[src/rtl/bst_pkg.sv]
package bst_pkg;
  typedef enum logic {SRC_CTL = 1'b0, SRC_CPU = 1'b1} bst_src_e;

  typedef struct packed {
    logic     go;
    bst_src_e src;
  } bst_start_t;
endpackage

[src/rtl/bst_start_arb.sv]
module bst_start_arb
  import bst_pkg::*;
(
  input  logic       cpu_start_i,
  input  logic       chip_en_i,
  input  logic       ctl_start_i,
  output bst_start_t start_o
);
  logic cpu_ok;
  assign cpu_ok       = cpu_start_i & chip_en_i;
  assign start_o.go   = cpu_ok | ctl_start_i;
  assign start_o.src  = cpu_ok ? SRC_CPU : SRC_CTL;
endmodule

[src/rtl/bst_beat_ctr.sv]
module bst_beat_ctr #(
  parameter int BEAT_W = 2
) (
  input  logic              clk_i,
  input  logic              rst_ni,
  input  logic              start_i,
  input  logic              adv_i,
  output logic [BEAT_W-1:0] beat_o,
  output logic              act_o
);
  localparam logic [BEAT_W-1:0] LastBeat = {BEAT_W{1'b1}};

  always_ff @(posedge clk_i or negedge rst_ni) begin
    if (!rst_ni) begin
      beat_o <= '0;
      act_o  <= 1'b0;
    end else if (start_i) begin
      beat_o <= '0;
      act_o  <= 1'b1;
    end else if (act_o && adv_i) begin
      if (beat_o == LastBeat) act_o  <= 1'b0;
      else                    beat_o <= beat_o + 1'b1;
    end
  end

  p_last_beat_ends_r10: assert property (@(posedge clk_i) disable iff (!rst_ni)
    (act_o && adv_i && !start_i && beat_o == LastBeat) |=> (!act_o && $stable(beat_o)));

  p_step_r8: assert property (@(posedge clk_i) disable iff (!rst_ni)
    (act_o && adv_i && !start_i && beat_o != LastBeat) |=> (act_o && beat_o == $past(beat_o) + 1'b1));

  p_idle_adv_r10: assert property (@(posedge clk_i) disable iff (!rst_ni)
    (!act_o && !start_i) |=> (!act_o && $stable(beat_o)));
endmodule

[src/rtl/bst_addr_gen.sv]
module bst_addr_gen
  import bst_pkg::*;
#(
  parameter int ADDR_W = 19,
  parameter int BEAT_W = 2
) (
  input  logic              clk_i,
  input  logic              rst_ni,
  input  bst_start_t        start_i,
  input  logic [ADDR_W-1:0] addr_i,
  input  logic              order_lin_i,
  input  logic [BEAT_W-1:0] beat_i,
  output logic [ADDR_W-1:0] addr_o,
  output logic              src_cpu_o
);
  localparam int UpW = ADDR_W - BEAT_W;

  logic [ADDR_W-1:0] base_q;
  logic              lin_q;
  bst_src_e          src_q;
  logic [BEAT_W-1:0] low_lin, low_il, low;

  always_ff @(posedge clk_i or negedge rst_ni) begin
    if (!rst_ni) begin
      base_q <= '0;
      lin_q  <= 1'b0;
      src_q  <= SRC_CTL;
    end else if (start_i.go) begin
      base_q <= addr_i;
      lin_q  <= order_lin_i;
      src_q  <= start_i.src;
    end
  end

  assign low_lin = base_q[BEAT_W-1:0] + beat_i;
  assign low_il  = base_q[BEAT_W-1:0] ^ beat_i;
  assign low     = lin_q ? low_lin : low_il;

  generate
    if (UpW > 0) begin : g_upper
      assign addr_o = {base_q[ADDR_W-1:BEAT_W], low};
    end else begin : g_low_only
      assign addr_o = low;
    end
  endgenerate

  assign src_cpu_o = (src_q == SRC_CPU);

  p_capture_r2: assert property (@(posedge clk_i) disable iff (!rst_ni)
    start_i.go |=> (addr_o == $past(addr_i) && beat_i == '0));
endmodule

[src/rtl/burst_addr_seq.sv]
module burst_addr_seq
  import bst_pkg::*;
#(
  parameter int ADDR_W = 19,
  parameter int BEAT_W = 2
) (
  input  logic              clk_i,
  input  logic              rst_ni,
  input  logic [ADDR_W-1:0] addr_i,
  input  logic              cpu_start_i,
  input  logic              chip_en_i,
  input  logic              ctl_start_i,
  input  logic              adv_i,
  input  logic              order_lin_i,
  output logic [ADDR_W-1:0] addr_o,
  output logic              burst_act_o,
  output logic [BEAT_W-1:0] beat_o,
  output logic              src_cpu_o
);
  bst_start_t start;

  bst_start_arb u_arb (
    .cpu_start_i(cpu_start_i),
    .chip_en_i  (chip_en_i),
    .ctl_start_i(ctl_start_i),
    .start_o    (start)
  );

  bst_beat_ctr #(.BEAT_W(BEAT_W)) u_ctr (
    .clk_i  (clk_i),
    .rst_ni (rst_ni),
    .start_i(start.go),
    .adv_i  (adv_i),
    .beat_o (beat_o),
    .act_o  (burst_act_o)
  );

  bst_addr_gen #(.ADDR_W(ADDR_W), .BEAT_W(BEAT_W)) u_gen (
    .clk_i      (clk_i),
    .rst_ni     (rst_ni),
    .start_i    (start),
    .addr_i     (addr_i),
    .order_lin_i(order_lin_i),
    .beat_i     (beat_o),
    .addr_o     (addr_o),
    .src_cpu_o  (src_cpu_o)
  );

  p_cpu_wins_r3: assert property (@(posedge clk_i) disable iff (!rst_ni)
    (cpu_start_i && chip_en_i) |=> (src_cpu_o && burst_act_o));

  p_ctl_src_r3: assert property (@(posedge clk_i) disable iff (!rst_ni)
    (ctl_start_i && !(cpu_start_i && chip_en_i)) |=> !src_cpu_o);

  p_gated_cpu_r4: assert property (@(posedge clk_i) disable iff (!rst_ni)
    (cpu_start_i && !chip_en_i && !ctl_start_i && !adv_i) |=>
      ($stable(addr_o) && $stable(burst_act_o) && $stable(src_cpu_o)));

  p_hold_r8: assert property (@(posedge clk_i) disable iff (!rst_ni)
    (burst_act_o && !adv_i && !ctl_start_i && !(cpu_start_i && chip_en_i)) |=>
      ($stable(addr_o) && $stable(beat_o)));

  p_upper_fixed_r9: assert property (@(posedge clk_i) disable iff (!rst_ni)
    (burst_act_o && !ctl_start_i && !(cpu_start_i && chip_en_i)) |=>
      $stable(addr_o[ADDR_W-1:BEAT_W]));
endmodule

[config.mk]
export PLATFORM = sky130hd
export DESIGN_NAME = burst_addr_seq
export DESIGN_NICKNAME = d
export VERILOG_FILES = /design/src/rtl/bst_pkg.sv /design/src/rtl/bst_start_arb.sv /design/src/rtl/bst_beat_ctr.sv /design/src/rtl/bst_addr_gen.sv /design/src/rtl/burst_addr_seq.sv
export SDC_FILE = /design/constraint.sdc
export NUM_CORES = 1
export LEC_CHECK = 0
export BUFFER_PORTS_ARGS = -buffer_cell sky130_fd_sc_hd__buf_4
export CORE_ASPECT_RATIO = 0.75
export CORE_MARGIN = 10
export CORE_UTILIZATION = 45
export DETAILED_ROUTE_END_ITERATION = 12
export PLACE_DENSITY = 0.74
export RECOVER_POWER = 25
export SLEW_MARGIN = 40
export SYNTH_ARGS = -nofsm -noshare
export SYNTH_HDL_FRONTEND = slang
export SYNTH_SLANG_ARGS = --single-unit
[constraint.sdc]
create_clock -name clk_i -period 2.1 [get_ports clk_i]
set_input_delay 0.42 -clock clk_i [delete_from_list [all_inputs] [get_ports clk_i]]
set_output_delay 0.42 -clock clk_i [all_outputs]
set_load 0.01 [all_outputs]
; Yosys cells after proc, flatten, opt, wreduce, memory -nomap -nowiden
; Cells that the tools add are included.
[totals]
ff_bits = 24
output_inout_bits = 23
elab_cells = 25
[op_classes]
n_addsub = 2
eq_ne = 2
n_mux = 8
bitwise = 3
n_reduce_logical = 5
[ops]
columns = operator, n
row1 = $mux 2, 4
row2 = $mux 1, 4
row3 = $reduce_and 2->1, 2
row4 = $reduce_bool 2->1, 2
row5 = $add 2x1->2 const B, 1
row6 = $add 2x2->2, 1
row7 = $eq 2x2->1 const B, 1
row8 = $ne 2x1->1 const B, 1
row9 = $xor 2x2->2, 1
row10 = $and 1x1->1, 1
row11 = $logic_and 1x1->1, 1
row12 = $or 1x1->1, 1

; Longest topological paths before layout
; Gate-level depths: netlist of the first run.
[depth]
ltp_word = 4
depth_mapped = 4
mapped_depth_nobuf = 4

; Cells and area by module
; From an unflattened synthesis of the first run, not the netlist that was laid out.
[unflattened]
hier_cells = 82
hier_area_um2 = 1202.4
[by_module_without_submodules]
columns = mod, instances, cells_each, area_per_inst_um2, seq_area_each_um2
row1 = bst_addr_gen, 1, 66, 1024.7, 525.5
row2 = bst_beat_ctr, 1, 13, 156.4, 75.1
row3 = bst_start_arb, 1, 3, 21.3, 0.0

; Worst setup path before layout of the first run
; OpenSTA, ideal clock, no wires.
[synth_timing]
path_kind = register to output
startpoint = reg u_ctr.beat_o[0]
endpoint = out addr_o[1]
arrival_time_ns = 0.869
setup_slack_ns = 0.811
path_stages_with_launch = 4
path_buffers = 0
path_cell_list = dfrtp_1 > ha_1 > nand2_1 > xnor2_1
[synth_between]
elab_chain_len = 2
[synth_rtl]
columns = item, line
row1 = start: declaration, bst_beat_ctr.sv:8  ; output logic [BEAT_W-1:0] beat_o,
row2 = start signal: assignment, bst_beat_ctr.sv:22  ; else beat_o <= beat_o + 1'b1;
row3 = $add 2x2->2, bst_addr_gen.sv:35  ; assign low_lin = base_q[BEAT_W-1:0] + beat_i;
row4 = $mux 2, bst_addr_gen.sv:37  ; assign low = lin_q ? low_lin : low_il;
row5 = end: declaration, burst_addr_seq.sv:15  ; output logic [ADDR_W-1:0] addr_o,
; No other way between the ends.

; Worst setup path after layout of the first run
; Same ends and word-level chain as after synthesis.

==> results of run 1 <==
-- per-layer routing --
layer  GRT usage (%)  vias to the layer above
met5               0                        -
met4           2.727                        0
met3           5.666                        2
met2           15.39                       33
met1           13.22                      369
li1                -                      420
-- power breakdown --
part / switching [mW] / internal, mW
clock network: 0.137 / 0.193
logic: 0.102 / 0.111
registers: 0.0250 / 0.503
total: 0.264 / 0.807
-- worst reg2reg max path, cell delays in order (launching register included) --
cell	delay (ps)
dfrtp_1	450
ha_1	230
nand3b_1	210
mux2i_1	180
nor2_1	50
-- cell families after synthesis --
kind of cell,count (synthesis),share of synthesized area [%]
xor+xnor,3,2.344
mux,1,0.8929
fa+ha+maj,2,2.232
compound gates,4,3.348
buf+inv,23,15.18
simple gates,66,22.43
flops,24,53.57
-- worst paths after layout --
kind / endpoint / slack, ps / depth (start not counted)
max reg2reg: u_ctr.beat_o[1]$_DFFE_PN0P_ / 870 / 4
max: addr_o[1] / 370 / 4
min reg2reg: u_gen.base_q[17]$_DFFE_PN0P_ / 480 / 2
max in group asynchronous: u_gen.base_q[1]$_DFFE_PN0P_ / 480 / 2
min in group asynchronous: u_gen.base_q[6]$_DFFE_PN0P_ / 880 / 2
min: u_gen.base_q[14]$_DFFE_PN0P_ / 290 / 3
-- synthesized netlist by cell type (all sizes together) --
cell type,n
o21ai,1
xnor2,1
ha,2
inv,1
nor2,2
a21o,2
nand2,63
clkbuf,1
buf,21
dfrtp,24
nand3b,1
a21oi,1
mux2i,1
xor2,2
-- flip-flops by register name, summed over array words and instances (netlist names) --
signal	cells
u_ctr.act_o	1
u_gen.src_cpu_o	1
u_gen.lin_q	1
u_ctr.beat_o	2
u_gen.base_q	19
-- layout make-up --
cell class / instances / share of cell area (%)
clock buffers: 3 / 1.582
clock inverters: 1 / 2.109
inverters: 1 / 0.2636
multi-input cells: 76 / 24.60
flip-flops and latches: 24 / 42.18
well taps: 34 / 2.988
repair buffers: 50 / 26.27
==> impl_results.md, run 1 <==
* Normalized max-slew margin at 16.90%
* Core footprint at around 2300 um^2
* #FFs+latches synth at 24
* CTS buffer count at 3
* TritonCTS Sinks at 24
* Initial Util at between 40% and 50%
* Total power at 1.071 mW
* Metal2 WL at ~1100 um
* Total number of vias at between 800 and 900
* Slew Limit Fails at 0
* Initial antenna violation count at 0
* Final core occ at just over 60%
* Tcrit/Tclk final at slightly above 80%
* Die X at approximately 78 um
* R2r startpoint: u_ctr.beat_o[0]$_DFFE_PN0P_
* Hold Vio Cnt, Final at 0
* Vias in the first global route at 849
* Seq. cell area at approximately 600 um^2
* Cts repair resizes at 0
* Metal3 WL at 277 um
* Max frequency at just under 0.6 GHz
* DR vias/cell at 4.360
* Setup tns final at 0 ps
* Pre-antenna DRT Iters at 4
* Most common cell after layout, fill and taps aside: nand2_1
* Setup Skew at around 0.28 ps
* Dpl cells at around 180
* I/O Buffers at between 40 and 50
* WS Path Type: reg2out
* Max_cap viols at 0
* Crit-path cells: ha_1 -> nand2_1 -> xnor2_1 -> buf_4
* Placed Area at approximately 1400 um^2
* CP endpoint kind: primary output
* Critical path required time at roughly 1700 ps
* Mapped Cells at roughly 120
* Footprint of the multi-input gates at between 300 and 400 um^2
* DP HPWL at ~2000 um
* Post-synth cell types at 17
* Final worst path period need at 1733 ps
* Crit path DAT at around 1300 ps
* DIE HEIGHT at about 63 um
* Worst Hold Launch: addr_i[14]
* CTS Root Cell: clkbuf_4
* Buffers and inverters on the worst path at 1
* Pre-CTS WS at around 680 ps
* Clk slew on worst S/H paths at between 100 and 150 ps
* Seq/Total Area, Yosys at between 50 and 60%
* GRT Residual Overflow at 0
* Worst setup path startpoint: u_ctr.beat_o[0]$_DFFE_PN0P_
* Setup Buffers After CTS at 0
* Crit path max-delay family: flip-flops
* Routed wire length at between 2000 and 3000 um
* Final instance area at roughly 1400 um^2
* Final non-filler cell total at about 190
* Final worst slack at around 370 ps
* Leak at 0.7936 nW
* Fill cells at roughly 220
* Die area at between 4000 and 5000 um^2
* Hold WC Path Type: in2reg
* Synth Area per Inst at a little over 9 um^2
* DR WL/cell at 13.61 um
* RSZ-0062 raised after global routing: false
* Worst hold slack at slightly below 300 ps
* Met1 wire length at 1200 um
* Clk Latency, worst-skew pair at between 300 and 400 ps
* Share of post-route cells with drive strength above 1 at between 30% and 40%
* Power Density at approximately 750 nW/um^2
* Critical path fanouts, max at 4
* CP peak stage delay at 450 ps
* Finish-stage setup viols at 0
* Synthesized area at approximately 1100 um^2
* Most frequent cells in the layout: nand2_1, buf_4, dfrtp_1, clkbuf_4
* Final nets at 184
* Placer Congestion at roughly 0.7
* Post-route DRC at 0
* Diodes inserted at 0
* Yosys warns at 0
* Largest net degree at the start of global routing at 25
* Clock buffer depth at 2
* Initial DRC count at 38
* Post-detailed-route count of antenna-violating nets at 0
* GRT Util Overall at between 10% and 20%
* Syn Nets at approximately 150
* CP startpoint kind: flop
* Row count at 15
* Status: finished clean
* Area added between synthesis and finish at 27.01%
* Synth area leader: dfrtp_1
* Global-route wire length before repair at 4250 um
* H-tree levels at 1
* Top sig layer: met4
* Top post-synthesis cells by area: dfrtp_1, nand2_1, buf_4, ha_1, buf_6
* Top cell type's share of synthesized area at a little over half
* Critical path's slowest cell: dfrtp_1
* Measured slew at the worst slew-check pin at approximately 1200 ps
* CTS Hold Bufs at 1
* IO Count at 49
* CTS tree: done
* IR drop worst, VDD at between 0.0004 and 0.0005 V
(Power assumes the default switching activity.)
==> inputs of run 2 (changes only) <==
CORE_UTILIZATION = 41   (was 45)
PLACE_DENSITY = 0.71   (was 0.74)
clock period = 1.4 ns   (was 2.1 ns; I/O delays follow)
==> impl_results.md, run 2 (synthesis gave the netlist of run 1 again) <==
* Initial Util at 42.75% (-5.0 points)
* H-tree levels at 1 (unchanged)
* GRT Residual Overflow at 0 (unchanged)
* Core footprint at 2623 um^2 (+12%)
* Placed Area at 1368 um^2 (+0.18%)
* Final nets at 186 (+1.1%)
* Clock Power Share at 29.3% (-1.5 points)
* Die area at 5248 um^2 (+6.9%)
* Slew Limit Fails at 0 (unchanged)
* Fill cells at 241 (+11%)
* Area added between synthesis and finish at 30.69%
* Pre-antenna DRT Iters at 4 (unchanged)
* Max_cap viols at 0 (unchanged)
* CP peak stage delay at 400 ps (-50 ps)
* Dpl cells at 186 (+1.1%)
* Measured slew at the worst slew-check pin at 586.4 ps (-660.1 ps)
* Global-route wire length before repair at 4057 um (-4.5%)
* Final non-filler cell total at 193 (+2.1%)
* Diodes inserted at 0 (unchanged)
* CTS buffer count at 3 (unchanged)
* CTS Root Cell: clkbuf_8
* Worst hold slack at 202.6 ps (-87.57 ps)
* Max frequency at between 0.6 and 0.7 GHz
* Switch Pwr at 0.4118 mW (+56%)
* Final worst slack at -80.26 ps (-446.9 ps)
* Failing checks: negative setup slack
* TritonCTS Sinks at 24 (unchanged)
* Share of post-route cells with drive strength above 1 at 39.49% (+4.0 points)
* Clk Latency, worst-skew pair at 270 ps (-40 ps)
* Critical path required time at 1120 ps (-560 ps)
* Top Registers: u_gen.base_q x19, u_ctr.beat_o x2
* P_int at 1.182 mW (+46%)
* Post-detailed-route count of antenna-violating nets at 0 (unchanged)
* Gate power share at 21.1% (+1.3 points)
* Crit path max-delay family: flip-flops
* Vias in the first global route at 841 (-0.94%)
* Die X at 80.38 um (+3.5%)
* Critical path fanouts, max at 2 (-2)
* Reg-to-Reg End: u_ctr.beat_o[1]$_DFFE_PN0P_
* Total number of vias at 843 (+2.3%)
* Placer Congestion at 0.6740 (-6.3%)
* Status: complete, but fails checks
* Routed wire length at 2633 um (+2.4%)
* DIE HEIGHT at 65.29 um (+3.3%)
* Clock buffer depth at 2 (unchanged)
* Crit-path cells: ha_2 -> nand2_2 -> xnor2_2 -> buf_4
* CP Capture Point: addr_o[1]
* Initial DRC count at 48 (+26%)
* Normalized max-slew margin at 60.91% (+44 points)
* IR drop worst, VDD at 0.0007554 V (+58%)
* Most frequent cells in the layout: nand2_1, buf_4, dfrtp_1, clkbuf_8, nor2_1
* DR WL/cell at 13.64 um (+0.25%)
* CP startpoint kind: flop
* Hold Vio Cnt, Final at 0 (unchanged)
* Post-route DRC at 0 (unchanged)
* RSZ-0062 raised after global routing: true
* IO Count at 49 (unchanged)
* Sequential share of power at 49.6% (+0.3 points)
* Setup Skew at 0.3824 ps (+0.09823 ps)
* CTS tree: done
* Final instance area at 1465 um^2 (+2.9%)
* Reg2reg path depth at 5 (+1)
* R2r startpoint: u_ctr.beat_o[1]$_DFFE_PN0P_
* Finish-stage setup viols at 1 (+1)
* Initial antenna violation count at 0 (unchanged)
* Power Density at 1088 nW/um^2 (+45%)
* I/O Buffers at 48 (unchanged)
* Leak at 0.8136 nW (+2.5%)
* Critical path depth in cells at 4 (unchanged)
* Worst setup path startpoint: u_gen.base_q[0]$_DFFE_PN0P_
* Reg2Reg Setup Slack at 80 ps (-790 ps)
* Most common cell after layout, fill and taps aside: nand2_1
* DR vias/cell at 4.368 (+0.19%)
* DP HPWL at 1985 um (-2.3%)
* Crit path DAT at 1200 ps (-110 ps)
* Tcrit/Tclk final at 105.7%
* GRT Util Overall at 9.730% (-0.85 points)
* Final worst path period need at 1480 ps
* Largest net degree at the start of global routing at 25 (unchanged)
* Buffers and inverters on the worst path at 1 (unchanged)
* WS Path Type: reg2out
* Row count at 16 (+1)
* Max FFs per register at 19 (unchanged)
* Most flops, register: u_gen.base_q
* Clk slew on worst S/H paths at 80 ps (-50 ps)
* CP endpoint kind: primary output
* Sw frac at 25.84% (+1.2 points)
* Critical path's slowest cell: dfrtp_1
* Hold WC Path Type: in2reg
## run 2: worst min path at each step
stage               cells after the start         from                           end
floorplan                               0       rst_ni       u_ctr.act_o$_DFFE_PN0P_
global placement                        1       rst_ni  u_gen.base_q[15]$_DFFE_PN0P_
detailed placement                      1       rst_ni   u_gen.base_q[4]$_DFFE_PN0P_
CTS                                     3    addr_i[7]   u_gen.base_q[7]$_DFFE_PN0P_
global route                            3    addr_i[7]   u_gen.base_q[7]$_DFFE_PN0P_
finish                                  3  order_lin_i       u_gen.lin_q$_DFFE_PN0P_
## run 2: power groups by stage
stage                     Clock (mW)  Combinational, mW  Sequential (mW)
final                          0.467              0.336            0.791
after global placement             0              0.318            0.802
after CTS                      0.480              0.337            0.790
after detailed placement           0              0.326            0.806
after global routing           0.510              0.369            0.801
after floorplan                    0              0.205            0.800
## run 2: worst register-to-register path, stage by stage, from the launching register on
cell      delay (ps)
dfrtp_1          410
buf_4            160
ha_1             180
nand3b_1         210
mux2i_1          190
nor2_1            60
## run 2: repair_timing
action,4_1_cts,5_1_grt
hold endpoints to repair,24,0
setup buffers,2,0
resized for setup,1,3
hold buffers,1,0
pin swaps,0,2
endpoints found under the setup margin,2,2
## run 2: per-stage QoR
stage	util [%]	total power [mW]	TNS, ps	setup WS (ps)
2_1_floorplan	-	1.004	0	244.0
3_3_place_gp	52.15	1.120	0	199.0
3_5_place_dp	52.15	1.132	0	173.2
4_1_cts	55.30	1.607	-48.71	-48.71
5_1_grt	55.87	1.680	-131.5	-126.6
6_report	55.87	1.594	-80.26	-80.26
## run 2: final cells by class
class                   instances  area [um^2]  share of cell area, %
clock buffers                   4        55.05                  3.757
inverters                       1        3.754                 0.2562
multi-input cells              76        370.4                  25.28
flip-flops and latches         24        600.6                  40.99
well taps                      36        45.04                  3.074
repair buffers                 52        390.4                  26.64
## run 2: routing by layer
layer | global-route usage [%] | vias up | part of all wire [%] | routed length, um
li1 | - | 422 | - | -
met1 | 9.873 | 392 | 38 | 995
met2 | 16.17 | 25 | 51 | 1331
met3 | 5.978 | 4 | 11 | 278
met4 | 3.289 | 0 | 1.0 | 27
met5 | 0 | - | 0 | 0
